**src/rtl/ctmr_pkg.sv**
```systemverilog
`timescale 1ns/1ps
package ctmr_pkg;

    localparam int DATA_W = 8;
    localparam int ADDR_W = 3;
    localparam int PRE_W  = 10;
    localparam int SH_W   = 4;

    typedef enum logic [ADDR_W-1:0] {
        A_CMP0 = 3'd0,
        A_CMP1 = 3'd1,
        A_CTL0 = 3'd2,
        A_CTL1 = 3'd3,
        A_CNT0 = 3'd4,
        A_CNT1 = 3'd5,
        A_CAP0 = 3'd6,
        A_CAP1 = 3'd7
    } reg_addr_e;

    typedef struct packed {
        logic       spare;
        logic       join16;
        logic       cap_rise;
        logic       cap_mode;
        logic       src_evt;
        logic [2:0] rate;
    } ctl0_t;

    typedef struct packed {
        logic [1:0] spare;
        logic       cap_rise;
        logic       cap_mode;
        logic [3:0] rate;
    } ctl1_t;

    // Counter 0 tap: clock divide as a power of two
    function automatic logic [SH_W-1:0] rate0_shift(input logic [2:0] r);
        case (r)
            3'd6:    return SH_W'(8);
            3'd7:    return SH_W'(10);
            default: return SH_W'(r) + SH_W'(1);
        endcase
    endfunction

    // Counter 1 tap: shared slow taps plus fast divide-by-1..8 taps
    function automatic logic [SH_W-1:0] rate1_shift(input logic [3:0] r);
        if (!r[3])
            return rate0_shift(r[2:0]);
        else if (!r[2])
            return SH_W'(r[1:0]);
        else
            return '0;
    endfunction

endpackage

```
**src/rtl/ctmr_prescaler.sv**
```systemverilog
`timescale 1ns/1ps
module ctmr_prescaler
    import ctmr_pkg::*;
#(
    parameter int PW = PRE_W
) (
    input  logic            clk,
    input  logic            rst,
    input  logic [SH_W-1:0] sh0,
    input  logic [SH_W-1:0] sh1,
    output logic            tick0,
    output logic            tick1
);

    logic [PW-1:0] pre_q;

    always_ff @(posedge clk) begin
        if (rst) pre_q <= '0;
        else     pre_q <= pre_q + PW'(1);
    end

    function automatic logic tap_hit(input logic [PW-1:0] p, input logic [SH_W-1:0] sh);
        logic [PW-1:0] mask;
        mask = (PW'(1) << sh) - PW'(1);
        return &(p | ~mask);
    endfunction

    always_comb begin
        tick0 = tap_hit(pre_q, sh0);
        tick1 = tap_hit(pre_q, sh1);
    end

endmodule

```
**src/rtl/ctmr_edge_sync.sv**
```systemverilog
`timescale 1ns/1ps
module ctmr_edge_sync (
    input  logic clk,
    input  logic rst,
    input  logic din,
    input  logic rise_sel,
    output logic hit
);

    logic s1_q, s2_q, prev_q;

    always_ff @(posedge clk) begin
        if (rst) begin
            s1_q   <= 1'b0;
            s2_q   <= 1'b0;
            prev_q <= 1'b0;
        end else begin
            s1_q   <= din;
            s2_q   <= s1_q;
            prev_q <= s2_q;
        end
    end

    always_comb hit = rise_sel ? (s2_q & ~prev_q) : (~s2_q & prev_q);

endmodule

```
**src/rtl/ctmr_counter.sv**
```systemverilog
`timescale 1ns/1ps
module ctmr_counter #(
    parameter int W = 8
) (
    input  logic         clk,
    input  logic         rst,
    input  logic         clear,
    input  logic         step,
    input  logic         wrap,
    output logic [W-1:0] cnt
);

    always_ff @(posedge clk) begin
        if (rst || clear)
            cnt <= '0;
        else if (step)
            cnt <= wrap ? '0 : cnt + W'(1);
    end

endmodule

```
**src/rtl/cascade_timer.sv**
```systemverilog
`timescale 1ns/1ps
module cascade_timer
    import ctmr_pkg::*;
#(
    parameter int PW = PRE_W
) (
    input  logic              clk,
    input  logic              rst,
    input  logic              wr_en,
    input  logic [ADDR_W-1:0] addr,
    input  logic [DATA_W-1:0] wr_data,
    output logic [DATA_W-1:0] rd_data,
    input  logic              en0,
    input  logic              en1,
    input  logic              evt_in,
    input  logic              cap0_in,
    input  logic              cap1_in,
    output logic              irq0,
    output logic              irq1
);

    localparam int NCAP = 2;

    logic [DATA_W-1:0] cmp0_q, cmp1_q, cap0_q, cap1_q;
    ctl0_t             ctl0_q;
    ctl1_t             ctl1_q;
    logic [DATA_W-1:0] cnt0, cnt1;

    // register file
    always_ff @(posedge clk) begin
        if (rst) begin
            cmp0_q <= '0;
            cmp1_q <= '0;
            ctl0_q <= '0;
            ctl1_q <= '0;
        end else if (wr_en) begin
            case (reg_addr_e'(addr))
                A_CMP0:  cmp0_q <= wr_data;
                A_CMP1:  cmp1_q <= wr_data;
                A_CTL0:  ctl0_q <= ctl0_t'(wr_data);
                A_CTL1:  ctl1_q <= ctl1_t'(wr_data);
                default: ;
            endcase
        end
    end

    always_comb begin
        case (reg_addr_e'(addr))
            A_CMP0:  rd_data = cmp0_q;
            A_CMP1:  rd_data = cmp1_q;
            A_CTL0:  rd_data = DATA_W'(ctl0_q);
            A_CTL1:  rd_data = DATA_W'(ctl1_q);
            A_CNT0:  rd_data = cnt0;
            A_CNT1:  rd_data = cnt1;
            A_CAP0:  rd_data = cap0_q;
            default: rd_data = cap1_q;
        endcase
    end

    // tick sources
    logic ptick0, ptick1, evt_rise;

    ctmr_prescaler #(.PW(PW)) u_pre (
        .clk   (clk),
        .rst   (rst),
        .sh0   (rate0_shift(ctl0_q.rate)),
        .sh1   (rate1_shift(ctl1_q.rate)),
        .tick0 (ptick0),
        .tick1 (ptick1)
    );

    ctmr_edge_sync u_evt (
        .clk      (clk),
        .rst      (rst),
        .din      (evt_in),
        .rise_sel (1'b1),
        .hit      (evt_rise)
    );

    // capture pin edge detectors, one per counter
    logic [NCAP-1:0] cap_pin, cap_pol, cap_hit;
    assign cap_pin = {cap1_in, cap0_in};
    assign cap_pol = {ctl1_q.cap_rise, ctl0_q.cap_rise};

    for (genvar g = 0; g < NCAP; g++) begin : g_cap
        ctmr_edge_sync u_cap (
            .clk      (clk),
            .rst      (rst),
            .din      (cap_pin[g]),
            .rise_sel (cap_pol[g]),
            .hit      (cap_hit[g])
        );
    end

    // counter control
    logic t0, m0, m1, m16;
    logic clr0, clr1, step0, step1, wrap0, wrap1, fire0, fire1;

    always_comb begin
        t0  = ctl0_q.src_evt ? evt_rise : ptick0;
        m0  = (cnt0 == cmp0_q);
        m1  = (cnt1 == cmp1_q);
        m16 = m0 && m1;
        clr0  = !en0;
        step0 = t0;
        if (ctl0_q.join16) begin
            wrap0 = m16;
            clr1  = !en0;
            step1 = t0 && (m16 || (cnt0 == '1));
            wrap1 = m16;
            fire0 = en0 && t0 && m16;
            fire1 = 1'b0;
        end else begin
            wrap0 = m0;
            clr1  = !en1;
            step1 = ptick1;
            wrap1 = m1;
            fire0 = en0 && t0 && m0;
            fire1 = en1 && ptick1 && m1;
        end
    end

    ctmr_counter #(.W(DATA_W)) u_cnt0 (
        .clk(clk), .rst(rst), .clear(clr0), .step(step0), .wrap(wrap0), .cnt(cnt0)
    );

    ctmr_counter #(.W(DATA_W)) u_cnt1 (
        .clk(clk), .rst(rst), .clear(clr1), .step(step1), .wrap(wrap1), .cnt(cnt1)
    );

    always_ff @(posedge clk) begin
        if (rst) begin
            irq0 <= 1'b0;
            irq1 <= 1'b0;
        end else begin
            irq0 <= fire0;
            irq1 <= fire1;
        end
    end

    // capture registers
    always_ff @(posedge clk) begin
        if (rst) begin
            cap0_q <= '0;
            cap1_q <= '0;
        end else begin
            if (ctl0_q.cap_mode && cap_hit[0]) begin
                cap0_q <= cnt0;
                if (ctl0_q.join16) cap1_q <= cnt1;
            end
            if (!ctl0_q.join16 && ctl1_q.cap_mode && cap_hit[1])
                cap1_q <= cnt1;
        end
    end

    // named taps for the bound checker
    logic join16_w, cap_mode0_w, cap_mode1_w;
    assign join16_w    = ctl0_q.join16;
    assign cap_mode0_w = ctl0_q.cap_mode;
    assign cap_mode1_w = ctl1_q.cap_mode;

endmodule

```
**config.mk**
```make
export PLATFORM = sky130hd
export DESIGN_NAME = cascade_timer
export DESIGN_NICKNAME = d
export VERILOG_FILES = /design/src/rtl/ctmr_pkg.sv /design/src/rtl/ctmr_prescaler.sv /design/src/rtl/ctmr_edge_sync.sv /design/src/rtl/ctmr_counter.sv /design/src/rtl/cascade_timer.sv
export SDC_FILE = /design/constraint.sdc
export NUM_CORES = 1
export LEC_CHECK = 0
export ABC_CLOCK_PERIOD_IN_PS = 5400
export BUFFER_PORTS_ARGS = -buffer_cell sky130_fd_sc_hd__buf_4
export CAP_MARGIN = 20
export CORE_MARGIN = 2
export CORE_UTILIZATION = 45
export CTS_CLUSTER_DIAMETER = 50
export DETAILED_ROUTE_END_ITERATION = 8
export HOLD_SLACK_MARGIN = 0.03
export PLACE_DENSITY_LB_ADDON = 0.05
export SKIP_LAST_GASP = 1
export SYNTH_ARGS = -nofsm -noshare
export SYNTH_HDL_FRONTEND = slang
export SYNTH_SLANG_ARGS = --single-unit
```
**constraint.sdc**
```tcl
create_clock -name clk -period 5.4 [get_ports clk]
set_clock_uncertainty 0.2 [all_clocks]
set_input_delay 0 -clock clk [delete_from_list [all_inputs] [get_ports clk]]
set_output_delay 0 -clock clk [all_outputs]
set_load 0.005 [all_outputs]
```
# Word level (Yosys, flattened, before mapping)
# Cells that the tools add are included.
[word_totals]
ram_bits = 0
romBits = 0
ff_bits = 85
n_memories = 0
output_inout_bits = 10
word_cells = 109
latchBits = 0
[classes]
n_div = 0
n_addsub = 7
eq_ne = 13
n_shift = 2
n_reduce_logical = 27
order_cmp = 0
n_mul = 0
mux = 18
n_bitwise = 14
[ops]
columns = ["operator", "count"]
rows = [
  ["$pmux 8 s7", 1],
  ["$mux 8", 5],
  ["$eq 3x3->1 const B", 7],
  ["$not 10->10", 2],
  ["$or 10x10->10", 2],
  ["$reduce_and 10->1", 2],
  ["$shl 1x4->10 const A", 2],
  ["$sub 10x2->10 const B", 2],
  ["$add 8x1->8 const B", 2],
  ["$eq 8x8->1", 2],
  ["$pmux 4 s2", 2],
  ["$add 10x1->10 const B", 1],
  ["$logic_and 1x1->1", 10],
  ["$reduce_and 2->1", 5],
  ["$add 3x1->4 const B", 2],
  ["$eq 8x8->1 const B", 1],
  ["$mux 1", 8],
  ["$eq 3x2->1 const B", 2],
  ["$and 1x1->1", 5],
  ["$not 1->1", 5],
  ["$mux 4", 1],
  ["$reduce_bool 2->1", 2],
  ["$eq 3x1->1 const B", 1],
  ["$logic_not 1->1", 3],
  ["other kinds (4)", 6],
]

# Logic depth before layout (Yosys ltp)
[logic_depth]
ltp_word = 11
mapped_depth = 18

# Hierarchy
# Synthesis repeated with hierarchy kept, for this count alone.
[hier_totals]
cells_unflattened = 571
hier_area_um2 = 4765.8
[modules_own_cells]
columns = ["module", "n_inst", "area_each_um2", "seq_area_each_um2", "cells_per_inst"]
rows = [
  ["cascade_timer", 1, 2890.3, 1001.0, 349],
  ["ctmr_prescaler", 1, 840.8, 200.2, 115],
  ["ctmr_counter", 2, 365.4, 160.2, 40],
  ["ctmr_edge_sync", 3, 101.3, 60.1, 9],
]

# Worst setup path after synthesis
# No wires, ideal clock.
[synth_timing]
kind = "register -> register"
startpoint = "register ctl0_q[0] (netlist name)"
endpoint = "register u_cnt0.cnt[2]"
stages_incl_launch_ff = 18
t_arrival_ns = 3.662
required_time_ns = 5.130
setup_slack_ns = 1.467
setup_time_ns = 0.070
cell_sequence = "dfxtp_1 > buf_2 > inv_1 > ha_1 > a21o_1 > a211oi_2 > nand2_1 > ha_1 > clkbuf_1 > nand2b_1 > or3_1 > o2111ai_1 > nor4_1 > o211ai_1 > o32a_1 > or2_4 > or3b_1 > a21oi_1"
[synth_via]
elab_chain_cells = 8
word_cells_on_any_way = 10
[synth_rtl]
columns = ["item", "line", "rtl"]
rows = [
  ["start, declared", "cascade_timer.sv:25", "ctl0_t ctl0_q;"],
  ["start signal, assigned", "cascade_timer.sv:40", "A_CTL0: ctl0_q <= ctl0_t'(wr_data);"],
  ["$add 3x1->4 or $eq 3x3->1 (tied branches)", "ctmr_pkg.sv:41, ctmr_pkg.sv:38", ""],
  ["$pmux 4 s2 (*)", "ctmr_pkg.sv:38", "case (r)"],
  ["$shl 1x4->10 (*)", "ctmr_prescaler.sv:24", "mask = (PW'(1) << sh) - PW'(1);"],
  ["$sub 10x2->10 (*)", "ctmr_prescaler.sv:24", ""],
  ["$not 10->10 (*)", "ctmr_prescaler.sv:25", "return &(p | ~mask);"],
  ["$or 10x10->10 (*)", "ctmr_prescaler.sv:25", ""],
  ["$reduce_and 10->1 (*)", "ctmr_prescaler.sv:25", ""],
  ["$mux 1 (*)", "cascade_timer.sv:100", "t0 = ctl0_q.src_evt ? evt_rise : ptick0;"],
  ["end signal, assigned", "ctmr_counter.sv:17", "cnt <= wrap ? '0 : cnt + W'(1);"],
  ["end, declared", "ctmr_counter.sv:10", "output logic [W-1:0] cnt"],
]
# Every way passes the cells marked *; elsewhere a longest branch is shown, timed or not.
# A chain may end at the register's enable or synchronous reset.

# Final worst setup path
[layout_timing]
startpoint = "register ctl0_q[0] (netlist name)"
endpoint = "register u_cnt0.cnt[4]"
# The elaborated chain is that of the path after synthesis.

==> flow_summary_export.csv <==
group,metric,value,unit
route,postRouteAntennaNets,0,
synthesis,async_reset_ff_share,0,%
setup_path,cpPeakStageDelay,0.57,ns
global_routing,overflow,0,
timing,fin_crit,4.61,ns
route,first_iter_violations,366,
synthesis,synth-main-ff-cell,"dfxtp_1",
die,die-area,11700,um^2
timing,setup_violations,0,
die,start_util,45.7,%
layout,multi_input_area,3010,um^2
clock_tree,insertion_delay,0.37,ns
clock_tree,cts_setup_buffers,0,
timing,timing.fmax,217,MHz
clock_tree,clockBufferDepth,2,
route,routed_wl,14100,um
timing,drv_slew,0,
die,rows,38,
synthesis,ys_types,66,
layout,seqCellArea,1700,um^2
flow_run,maxCapViolations,0,
layout,fillers,1063,
route,wire_per_inst,18.1,um
route,vias,4459,
pwr,switching_power,367,uW
clock_tree,cts_tree,"yes",
synthesis,syn_avg_cell_area,8.19,um^2
timing,whs,0.0891,ns
timing,post-route-period-util,85.4,%
clock_tree,cts-root-buf,"clkbuf_8",
pwr,clockPowerShare,36.7,%
layout,area_delta_synth_final,14.8,%
die,core_area,10700,um^2
setup_path,critical-path-top-delay-family,"compound AO/OA/AOI/OAI gates",
route,drc,0,
synthesis,syn_nets,627,
pwr,vdd_drop_max,0.000143,V
route,via_per_inst,5.75,
clock_tree,clk_pin_slew,0.10,ns
die,die_x,108,um
timing,rsz0062_at_grt,"false",
setup_path,cpMostUsedCell,"ha_1",
die,die_y,108,um
pwr,netSwitchingFraction,28.3,%
synthesis,yosysWarnings,0,
synthesis,synth_seq_cells,85,
pwr,seq_power_share,50.3,%
synthesis,synthesis.area,4890,um^2
pwr,intPower,931,uW
setup_path,end_kind,"register",
setup_path,cp-start-kind,"register",
placement,port_buffers,28,
die,io_pins,29,
global_routing,grt_pass1_vias,4305,
pwr,powerDensity,231,nW/um^2
layout,nets,661,
setup_path,path_max_fanout,12,
setup_path,worstPathRequired,5.49,ns
global_routing,grt_max_degree,70,
synthesis,syn_inst,597,
layout,layout_common_cells,"dfxtp_1, nand2_1, nor2_1, a21oi_1",
layout,drive_gt1_share,10.8,%
setup_path,arrival,4.71,ns
setup_path,critPathKind,"register to register",
setup_path,path_buf_inv,1,
clock_tree,cts_max_level,3,
global_routing,grt_antenna_before_repair,0,
pwr,power.leakage,0.00209,uW
timing,maxSlewHeadroom,38.1,%
layout,antennaDiodeCount,0,
placement,hpwl,9750,um
synthesis,ys_seq_area_share,34.8,%
timing,finalSetupTns,0,ns
outcome,status,"finished clean",
timing,finalHoldViolations,0,
setup_path,crit_chain,"inv_1 > ha_1 > a21o_1 > a211oi_2 > nand2_1 > ha_1 > nand2b_1 > or3_1 > o2111ai_1 > nor4_1 > o211ai_1 > o32a_1 > or2_4 > or3b_1 > a21oi_1",
clock_tree,cts_inserted_buffers,9,
pwr,power_frac_comb,13.1,%
setup_path,slowest_stage,"dfxtp_1",
global_routing,grt_usage,24.8,%
clock_tree,cts_sinks,85,
placement,gp_congestion,0.895,
min_path,min-delay-path-class,"input port to register",
layout,layout_commonest_cell,"dfxtp_1",
global_routing,grt_pass1_wl,22300,um
route,dr.pass1.iters,5,
synthesis,synth_edf_count,0,
timing,tightest_slew,0.925,ns
-- final timing paths --
path	endpoint	cells after the start	slack, ns	from
max	u_cnt0.cnt[4]$_SDFFE_PP0P_	15	0.79	ctl0_q[0]$_SDFFE_PP0P_
min	cap_pol[0]$_SDFFE_PP0P_	5	0.09	addr[1]
max reg2reg	u_cnt0.cnt[4]$_SDFFE_PP0P_	15	0.79	ctl0_q[0]$_SDFFE_PP0P_
min reg2reg	u_evt.s2_q$_SDFF_PP0_	1	0.25	u_evt.s1_q$_SDFF_PP0_
-- final cells by class --
type,instances,share of cell area (%)
multi-input combinational,470,53.7
tap,140,3.12
sequential,85,30.3
timing repair buffer,56,8.61
clock buffer,9,2.21
clock inverter,7,1.47
inverter,9,0.602
-- worst min-delay path: cells and delay by family --
kind,cells,cell delay (ns)
buffers and inverters,1,0.20
AOI/OAI and AO/OA,1,0.05
and+or+nand+nor,3,0.35
-- cells in the mapped netlist (all sizes together), types with 3 or more instances --
| cell type | instances | area share, % |
|---|---|---|
| nor3 | 7 | 0.72 |
| or3 | 4 | 0.51 |
| xnor2 | 25 | 4.5 |
| buf | 12 | 1.3 |
| nand3 | 16 | 1.6 |
| o2111ai | 7 | 1.3 |
| a21o | 5 | 0.77 |
| nand4 | 5 | 0.64 |
| a211oi | 3 | 0.56 |
| mux2i | 30 | 6.1 |
| and3 | 10 | 1.3 |
| nor2 | 73 | 5.6 |
| nor2b | 21 | 2.7 |
| mux4 | 6 | 2.8 |
| nand2 | 84 | 6.5 |
| inv | 9 | 0.69 |
| a21oi | 48 | 5.0 |
| ha | 11 | 2.8 |
| and4 | 4 | 0.72 |
| o21ai | 25 | 2.6 |
| a2111oi | 4 | 0.72 |
| xor2 | 10 | 1.8 |
| o211ai | 5 | 0.87 |
| a22oi | 5 | 0.77 |
| nor3b | 3 | 0.46 |
| nand2b | 7 | 0.90 |
| a221oi | 4 | 0.72 |
| a31oi | 5 | 0.64 |
| or3b | 8 | 1.4 |
| nor4 | 3 | 0.69 |
| o32a | 3 | 0.61 |
| dfxtp | 85 | 35 |
| clkbuf | 21 | 1.6 |
-- layer usage --
layer,share of wire [%],up-vias,global-route usage (%)
met5,0,-,0
met4,2.7,0,10.3
met3,4.2,28,4.16
met2,46,105,40.0
met1,47,2136,32.9
li1,-,2190,-
-- sequential cells by signal, indices dropped and copies added (netlist names), 2 cells and up --
name,cells
cap0_q,8
cap1_q,8
cap_pol,2
cmp0_q,8
cmp1_q,8
ctl0_q,5
ctl1_q,6
g_cap.u_cap.prev_q,2
g_cap.u_cap.s1_q,2
g_cap.u_cap.s2_q,2
u_cnt0.cnt,8
u_cnt1.cnt,8
u_pre.pre_q,10
-- per-stage QoR --
step                setup slack, ns  cells  power (uW)  instance area, um^2  util, %
finish                        0.786    776        1300                 5610     52.4
CTS                           0.790    775        1300                 5600     52.4
global placement              0.997    734         821                 5150     48.1
detailed placement            0.849    734         822                 5150     48.1
global route                  0.424    776        1350                 5610     52.4
floorplan                      1.47    597         770                 4890        -
-- what timing repair did --
| item | 4_1_cts | 5_1_grt |
|---|---|---|
| endpoints found under the hold margin | 85 | 0 |
| hold buffers | 25 | 0 |
| endpoints found under the setup margin | 0 | 0 |
| resized for setup | 0 | 0 |
-- power by group through the flow --
stage | logic, uW | registers (uW) | clock network [uW]
floorplan | 111 | 659 | 0
global placement | 154 | 666 | 0
detailed placement | 155 | 666 | 0
CTS | 168 | 652 | 485
global route | 188 | 654 | 509
finish | 169 | 652 | 476
-- cell families (layout without fill, tap and decap cells) --
logic type | count (synthesis) | count (layout) | share of synthesized area (%)
and+or+nand+nor | 252 | 252 | 24.9
AOI/OAI and AO/OA | 133 | 133 | 18.0
DFF | 85 | 85 | 34.8
buffers and inverters | 42 | 81 | 3.61
muxes | 38 | 38 | 9.37
xor gates and xnor gates | 35 | 35 | 6.27
adders and majority gates | 12 | 12 | 3.02
Power figures use the tool's default switching activity.
